File: config.mk
export PLATFORM = sky130hd
export DESIGN_NAME = token_pull_unit
export DESIGN_NICKNAME = d
export VERILOG_FILES = /design/src/rtl/pullrd_pkg.sv /design/src/rtl/pull_conn_track.sv /design/src/rtl/pull_phase_fsm.sv /design/src/rtl/token_hold_reg.sv /design/src/rtl/token_pull_unit.sv
export SDC_FILE = /design/constraint.sdc
export NUM_CORES = 1
export LEC_CHECK = 0
export BUFFER_PORTS_ARGS = -buffer_cell sky130_fd_sc_hd__clkbuf_2
export CAP_MARGIN = 20
export CORE_UTILIZATION = 41
export DETAILED_ROUTE_END_ITERATION = 10
export PLACE_DENSITY = 0.74
export SLEW_MARGIN = 20
export SYNTH_ARGS = -nofsm -noshare
export SYNTH_HDL_FRONTEND = slang
export SYNTH_SLANG_ARGS = --single-unit
File: constraint.sdc
create_clock -name clk -period 1.35 [get_ports clk]
set_clock_uncertainty 0.2 [all_clocks]
set_input_delay 0.2025 -clock clk [delete_from_list [all_inputs] [get_ports clk]]
set_output_delay 0.2025 -clock clk [all_outputs]
set_load 0.03 [all_outputs]
File: src/rtl/pullrd_pkg.sv
package pullrd_pkg;

    typedef enum logic [2:0] {
        PH_IDLE  = 3'd0,
        PH_WAIT  = 3'd1,
        PH_CLAIM = 3'd2,
        PH_LOAD  = 3'd3,
        PH_ROOM  = 3'd4,
        PH_DONE  = 3'd5
    } phase_e;

    typedef struct packed {
        logic own_bus;
        logic load;
        logic room;
        logic deliver;
    } step_s;

    function automatic step_s decode_phase(input phase_e ph);
        step_s s;
        s.own_bus = (ph == PH_CLAIM) || (ph == PH_LOAD);
        s.load    = (ph == PH_LOAD);
        s.room    = (ph == PH_ROOM);
        s.deliver = (ph == PH_DONE);
        return s;
    endfunction

    function automatic int unsigned wrap_inc(input int unsigned p,
                                             input int unsigned depth);
        return (p + 1 >= depth) ? 0 : p + 1;
    endfunction

endpackage

File: src/rtl/pull_conn_track.sv
module pull_conn_track (
    input  logic clk,
    input  logic rst,
    input  logic open_i,
    input  logic close_i,
    input  logic pull_i,
    input  logic busy_i,
    output logic up_o,
    output logic start_o,
    output logic err_o
);

    logic up_q;
    logic err_q;

    always_ff @(posedge clk) begin
        if (rst) begin
            up_q  <= 1'b0;
            err_q <= 1'b0;
        end else begin
            err_q <= pull_i & ~up_q;
            if (!up_q) begin
                up_q <= open_i & ~close_i;
            end else if (close_i && !busy_i && !pull_i) begin
                up_q <= 1'b0;
            end
        end
    end

    assign up_o    = up_q;
    assign start_o = up_q & pull_i & ~busy_i;
    assign err_o   = err_q;

    p_err_needs_pull_r2: assert property (@(posedge clk) disable iff (rst)
        err_q |-> $past(pull_i));

    p_busy_keeps_conn_r1: assert property (@(posedge clk) disable iff (rst)
        (up_q && busy_i) |=> up_q);

endmodule

File: src/rtl/pull_phase_fsm.sv
module pull_phase_fsm
    import pullrd_pkg::*;
(
    input  logic   clk,
    input  logic   rst,
    input  logic   start_i,
    input  logic   avail_i,
    input  logic   gnt_i,
    output phase_e ph_o,
    output logic   busy_o
);

    phase_e ph_q;
    phase_e ph_d;

    always_comb begin
        ph_d = ph_q;
        unique case (ph_q)
            PH_IDLE:  if (start_i) ph_d = PH_WAIT;
            PH_WAIT:  if (avail_i) ph_d = PH_CLAIM;
            PH_CLAIM: if (gnt_i)   ph_d = PH_LOAD;
            PH_LOAD:  ph_d = PH_ROOM;
            PH_ROOM:  ph_d = PH_DONE;
            PH_DONE:  ph_d = PH_IDLE;
            default:  ph_d = PH_IDLE;
        endcase
    end

    always_ff @(posedge clk) begin
        if (rst) ph_q <= PH_IDLE;
        else     ph_q <= ph_d;
    end

    assign ph_o   = ph_q;
    assign busy_o = (ph_q != PH_IDLE);

    p_wait_blocks_r3: assert property (@(posedge clk) disable iff (rst)
        (ph_q == PH_WAIT && !avail_i) |=> ph_q == PH_WAIT);

    p_claim_waits_r4: assert property (@(posedge clk) disable iff (rst)
        (ph_q == PH_CLAIM && !gnt_i) |=> ph_q == PH_CLAIM);

endmodule

File: src/rtl/token_hold_reg.sv
module token_hold_reg
    import pullrd_pkg::*;
#(
    parameter int DW    = 16,
    parameter int DEPTH = 8,
    localparam int AW   = (DEPTH > 1) ? $clog2(DEPTH) : 1
) (
    input  logic          clk,
    input  logic          rst,
    input  logic          load_i,
    input  logic          deliver_i,
    input  logic [DW-1:0] rd_data_i,
    output logic [AW-1:0] addr_o,
    output logic [DW-1:0] data_o
);

    logic [AW-1:0] ptr_q;
    logic [DW-1:0] hold_q;

    always_ff @(posedge clk) begin
        if (rst) begin
            ptr_q  <= '0;
            hold_q <= '0;
        end else if (load_i) begin
            hold_q <= rd_data_i;
            ptr_q  <= AW'(wrap_inc(int'(ptr_q), DEPTH));
        end
    end

    assign addr_o = ptr_q;
    assign data_o = deliver_i ? hold_q : '0;

    p_hold_stable_r5: assert property (@(posedge clk) disable iff (rst)
        (!load_i && !$past(load_i)) |-> $stable(hold_q));

endmodule

File: src/rtl/token_pull_unit.sv
module token_pull_unit
    import pullrd_pkg::*;
#(
    parameter int DW    = 16,
    parameter int DEPTH = 8,
    localparam int AW   = (DEPTH > 1) ? $clog2(DEPTH) : 1
) (
    input  logic          clk,
    input  logic          rst,
    input  logic          conn_open,
    input  logic          conn_close,
    input  logic          pull_req,
    output logic          pull_ack,
    output logic [DW-1:0] pull_data,
    output logic          proto_err,
    input  logic          data_avail,
    output logic          bus_req,
    input  logic          bus_gnt,
    output logic [AW-1:0] rd_addr,
    input  logic [DW-1:0] rd_data,
    output logic          room_signal
);

    logic   conn_up;
    logic   start;
    logic   busy;
    phase_e phase;
    step_s  step;

    pull_conn_track u_conn (
        .clk     (clk),
        .rst     (rst),
        .open_i  (conn_open),
        .close_i (conn_close),
        .pull_i  (pull_req),
        .busy_i  (busy),
        .up_o    (conn_up),
        .start_o (start),
        .err_o   (proto_err)
    );

    pull_phase_fsm u_fsm (
        .clk     (clk),
        .rst     (rst),
        .start_i (start),
        .avail_i (data_avail),
        .gnt_i   (bus_gnt),
        .ph_o    (phase),
        .busy_o  (busy)
    );

    assign step = decode_phase(phase);

    token_hold_reg #(.DW(DW), .DEPTH(DEPTH)) u_hold (
        .clk       (clk),
        .rst       (rst),
        .load_i    (step.load),
        .deliver_i (step.deliver),
        .rd_data_i (rd_data),
        .addr_o    (rd_addr),
        .data_o    (pull_data)
    );

    assign bus_req     = step.own_bus;
    assign room_signal = step.room;
    assign pull_ack    = step.deliver;

    p_req_after_data_r3: assert property (@(posedge clk) disable iff (rst)
        $rose(bus_req) |-> $past(data_avail));

    p_req_held_r4: assert property (@(posedge clk) disable iff (rst)
        $rose(bus_req) |=> bus_req);

    p_release_after_grant_r4: assert property (@(posedge clk) disable iff (rst)
        $fell(bus_req) |-> $past(bus_gnt, 2));

    p_release_with_room_r6: assert property (@(posedge clk) disable iff (rst)
        $fell(bus_req) |-> room_signal);

    p_room_single_r6: assert property (@(posedge clk) disable iff (rst)
        room_signal |=> !room_signal);

    p_ack_single_r7: assert property (@(posedge clk) disable iff (rst)
        pull_ack |=> !pull_ack);

    p_ack_after_room_r7: assert property (@(posedge clk) disable iff (rst)
        pull_ack |-> $past(room_signal));

    p_ptr_step_r8: assert property (@(posedge clk) disable iff (rst)
        room_signal |-> rd_addr == AW'(wrap_inc(int'($past(rd_addr)), DEPTH)));

    p_no_req_when_closed_r2: assert property (@(posedge clk) disable iff (rst)
        (!conn_up && !busy) |-> !bus_req);

endmodule

==> summary.md, run 1 <==
| Metric | Value |
|---|---|
| TritonCTS sink count | 24 |
| Pre-CTS WS | -0.1277 ns |
| Number of port buffers | 45 |
| Last worst endpoint in the global-route repair_timing | pull_data[14] |
| Synth Instances | 130 |
| Top FF cell, synth | sky130_fd_sc_hd__dfxtp_1 |
| Largest net degree at the start of global routing | 25 |
| Cts bufs inserted | 3 |
| Pin type at the end of the worst path | primary output |
| Yosys cell types | 27 |
| Hpwl dp | 1844 um |
| Final Wtd Congestion | 0.7677 |
| Maximum level of the CTS H-tree | 1 |
| Number of warnings printed during yosys synthesis | 0 |
| Chip width | 52.15 um |
| Fraction of synthesized cell area taken by the top area cell type | 0.4660 |
| Number of enable-type register cells in the synthesized netlist | 0 |
| Net count after synthesis | 154 |
| Effective utilization at floorplan | 0.4488 |
| Synth area leaders | sky130_fd_sc_hd__dfxtp_1 (47%), sky130_fd_sc_hd__nand2_1 (12%), sky130_fd_sc_hd__a21oi_1 (11%) |
| Last stage reached | global routing |
| Number of storage elements in the synthesis netlist | 24 |
| Error message | [ERROR DPL-0033] detailed placement checks failed during check placement. |
| Fraction of the yosys area taken by sequential cells | 0.4660 |
| Top-level I/O count | 46 |
| Result of the run | stopped before the end |
| Async SR Flop Fraction | 0 |
| Clock root buffer | sky130_fd_sc_hd__clkbuf_4 |
| Number of buffers on the longest clock path | 2 |
| Die Y | 52.15 um |
| Cell area after synthesis | 1031 sq um |
| Post-synthesis cell type with the largest combined area | sky130_fd_sc_hd__dfxtp_1 |
| Mean instance size in the synthesized netlist | 7.931 sq um |
| Number of placement rows | 17 |
| Instance area after placement | 1389 sq um |
| Number of antenna violations at the first check in global routing | 0 |
cells in the mapped netlist (2+ instances only):
master	count
sky130_fd_sc_hd__nand2_1	33
sky130_fd_sc_hd__dfxtp_1	24
sky130_fd_sc_hd__a21oi_1	22
sky130_fd_sc_hd__and3_1	16
sky130_fd_sc_hd__clkbuf_1	5
sky130_fd_sc_hd__nor2_1	3
sky130_fd_sc_hd__nor2b_1	3
sky130_fd_sc_hd__buf_2	2
sky130_fd_sc_hd__buf_4	2
sky130_fd_sc_hd__nand3_1	2
sky130_fd_sc_hd__nor3b_1	2
metrics by stage:
step | std cells | hold WS [ns]
after CTS | 239 | -0.006405
after detailed placement | 206 | 0.2317
after global placement | 206 | 0.2268
after floorplan | 130 | 0.1385
logic make-up after synthesis:
family | after synthesis | synth area share
DFF | 24 | 0.4660
and+or+nand+nor | 67 | 0.3313
xor gates and xnor gates | 1 | 0.008497
AOI/OAI and AO/OA | 26 | 0.1311
buffers and inverters | 11 | 0.05096
adders and majority gates | 1 | 0.01213
what timing repair did:
item,4_1_cts
hold buffers,20
hold endpoints to repair,20
pin swaps,9
cloned,3
gates resized for setup,72
setup buffers,6
setup endpoints to repair,28
==> inputs of run 2 (changes only) <==
- CORE_AREA: default -> 2 2 63 65
- CORE_UTILIZATION: 41 -> default
- DIE_AREA: default -> 0 0 65 67
- PLACE_DENSITY: 0.74 -> default
- PLACE_DENSITY_LB_ADDON: default -> 0.15
- clock period: 1.35 -> 1.76 ns (I/O delays scaled with it)
==> run 2 against run 1 <==
The run now ends clean. Synthesized area unchanged. Synthesized cell count unchanged.
==> summary.md, run 2 <==
| Metric | Value |
|---|---|
| Result of the run | completed |
| Net count after synthesis | 154 |
| Source-to-sink clock delay at the later pin of the worst-skew pair | 0.26 ns |
| Total Routing Usage GR | 0.1297 |
| Area growth from synthesis to layout | 49.15% |
| Hold_buf cts | 0 |
| Largest net degree at the start of global routing | 25 |
| Yosys cell types | 27 |
| Most flops, register | u_hold.hold_q |
| Crit path time final | 1.739 ns |
| Count of unresolved DRC violations after routing | 0 |
| Clock root buffer | sky130_fd_sc_hd__clkbuf_8 |
| Count of nets left with antenna violations after detail routing | 0 |
| Data required time at the worst endpoint | 1.30 ns |
| Iteration-0 DRC count of the detailed router | 27 |
| Critical path data arrival time | 1.28 ns |
| Area of the core | 3606 sq um |
| Routing usage on met3 | 0.02703 |
| Cell area after synthesis | 1031 sq um |
| Final routed wire length divided by cell count | 12.30 um |
| Number of enable-type register cells in the synthesized netlist | 0 |
| Maximum clock rate | 575.0 MHz |
| Top FF cell, synth | sky130_fd_sc_hd__dfxtp_1 |
| Mean instance size in the synthesized netlist | 7.931 sq um |
| Synth Instances | 130 |
| Async SR Flop Fraction | 0 |
| Post-synthesis cell type with the largest combined area | sky130_fd_sc_hd__dfxtp_1 |
| Number of storage elements in the synthesis netlist | 24 |
| Number of placement rows | 22 |
| Commonest cells after routing, fill and taps aside | sky130_fd_sc_hd__nand2_1 (33), sky130_fd_sc_hd__clkbuf_2 (28), sky130_fd_sc_hd__a21oi_1 (22), sky130_fd_sc_hd__dfxtp_1 (21), sky130_fd_sc_hd__buf_6 (16) |
| Post-detailed-routing wire length | 2743 um |
| Cell total after placement | 218 |
| First-pass GRT wire length | 4291 um |
| Max reg flops | 16 |
| Most frequent cell after synthesis | sky130_fd_sc_hd__nand2_1 |
| Measured slew at the worst slew-check pin | 0.3763 ns |
| Number of antenna violations at the first check in global routing | 0 |
| Start-to-end type of the worst setup path | flip-flop to primary output |
| Floorplan die area | 4355 sq um |
| Max Slew Vio Count | 0 |
| Top Usage Layer GRT | met2 |
| Worst Path Max Fanout | 5 |
| TritonCTS clock tree | built |
| Effective utilization at floorplan | 0.2859 |
| Worst Hold Depth | 3 |
| First-pass DRT Iterations | 3 |
| Hpwl dp | 1945 um |
| Number of port buffers | 45 |
| Top-level I/O count | 46 |
| Hold WC Path Type | primary input to flip-flop |
| Clock transition at the registers of the reported paths | 0.08 ns |
| Die Y | 67 um |
| Filler cell count | 388 |
| Total vias in the final route | 1030 |
| Maximum level of the CTS H-tree | 1 |
| Global routing met1 resource utilization | 0.1405 |
| Worst hold slack | 0.01662 ns |
| Via count normalized by instance count | 4.619 |
| TritonCTS sink count | 24 |
| Worst-case register-to-register setup slack | 0.25 ns |
| Number of buffers on the longest clock path | 2 |
| Leading cell type in the layout, fill and taps excluded | sky130_fd_sc_hd__nand2_1 |
| VDD IR max | 0.2206 mV |
| Setup-violating endpoint count in the final report | 0 |
| Most frequent cells after synthesis | sky130_fd_sc_hd__nand2_1 (33), sky130_fd_sc_hd__dfxtp_1 (24), sky130_fd_sc_hd__a21oi_1 (22) |
| Setup repair after global routing missed its margin | true |
| Startpoint type of the worst setup path | flip-flop |
| R2R cell count | 4 |
| Hold Fails Final Rpt | 0 |
| Final Wtd Congestion | 0.6933 |
| Slew margin rel. | 0.7491 |
| Antenna diode instance count | 0 |
| Net total in the final layout | 201 |
| Synth area leaders | sky130_fd_sc_hd__dfxtp_1 (47%), sky130_fd_sc_hd__nand2_1 (12%), sky130_fd_sc_hd__a21oi_1 (11%) |
| Fraction of synthesized cell area taken by the top area cell type | 0.4660 |
| Fraction of the yosys area taken by sequential cells | 0.4660 |
| Non-filler cells, final | 223 |
| Launch point of the worst hold path | rd_data[11] |
| Worst reg2reg path startpoint | u_fsm.ph_o[0] |
| Total of max-cap violations | 0 |
| Leakage Power | 0.6654 nW |
| Worst R2R End | u_conn.up_o |
| Remaining global-route overflow | 0 |
| Fraction of final layout cells with drive strength greater than 1 | 0.3829 |
| Via count of the first global-routing pass | 1025 |
| Post-route clock period utilization | 0.9881 |
| Endpoint with the worst hold slack | u_hold.hold_q[11] |
| Critical Path End Type | primary output |
| Chip width | 65 um |
| Met2 Track Usage GR | 0.2423 |
| Cts bufs inserted | 3 |
| Number of warnings printed during yosys synthesis | 0 |
| Power per cell area | 615.5 nW/um^2 |
run 2: cell counts after synthesis:
Identical to the previous run, type by type.
run 2: per-layer routing:
layer | vias up | routed length (um)
met5 | - | 0
met4 | 0 | 23
met3 | 2 | 152
met2 | 20 | 1393
met1 | 477 | 1173
li1 | 531 | -
run 2: cell type report:
type                    instances  area (sq um)  area share
clock buffers                   3         41.29     0.02685
inverters                       1         3.754    0.002441
multi-input cells              95         536.8      0.3491
flip-flops and latches         24         486.7      0.3165
well taps                      48         60.06     0.03906
repair buffers                 52         409.1      0.2661
run 2: worst max-delay path by stage:
stage / from / end / slack [ns]
floorplan: u_fsm.ph_o[2] / u_fsm.ph_o[2] / 0.11
global placement: u_fsm.ph_o[1] / u_hold.addr_o[0] / 0.11
detailed placement: u_fsm.ph_o[1] / u_hold.addr_o[2] / 0.02
CTS: u_fsm.ph_o[0] / pull_data[5] / 0.03
global route: u_fsm.ph_o[2] / room_signal / -0.04
finish: u_fsm.ph_o[0] / pull_data[15] / 0.02
run 2: where the power goes:
part	internal, mW	switching (mW)
clock	0.153	0.164
sequential	0.548	0.00521
combinational	0.0383	0.0385
run 2: repair_timing:
item	CTS	global route
gates cloned	0	1
setup buffers	1	0
resized for setup	27	43
setup endpoints to repair	18	18
pin swaps	0	1
run 2: stage by stage:
| step | power (mW) | cell area [sq um] | setup TNS, ns | utilization | setup WS (ns) |
|---|---|---|---|---|---|
| 6_report | 0.9465 | 1538 | 0 | 0.4264 | 0.02087 |
| 5_1_grt | 0.9860 | 1538 | -0.2464 | 0.4264 | -0.03717 |
| 4_1_cts | 0.9544 | 1436 | 0 | 0.3983 | 0.02630 |
| 3_5_place_dp | 0.6335 | 1305 | 0 | 0.3619 | 0.02393 |
| 3_3_place_gp | 0.6327 | 1305 | 0 | 0.3619 | 0.1056 |
| 2_1_floorplan | 0.5960 | 1031 | 0 | - | 0.1084 |
run 2: cells by family after synthesis:
group | after synthesis | synth area share
flip-flops | 24 | 0.4660
XOR/XNOR | 1 | 0.008497
adder cells (fa/ha/maj) | 1 | 0.01213
AND/OR/NAND/NOR | 67 | 0.3313
buffers and inverters | 11 | 0.05096
AO/OA/AOI/OAI | 26 | 0.1311
run 2: critical path, stage by stage, from the launching register on:
cell and delay [ns]:
sky130_fd_sc_hd__dfxtp_4 0.36, sky130_fd_sc_hd__nor2b_4 0.19, sky130_fd_sc_hd__buf_6 0.13, sky130_fd_sc_hd__and3_1 0.18
sky130_fd_sc_hd__clkbuf_8 0.16
Note: power is estimated with default switching activity, not from simulation.
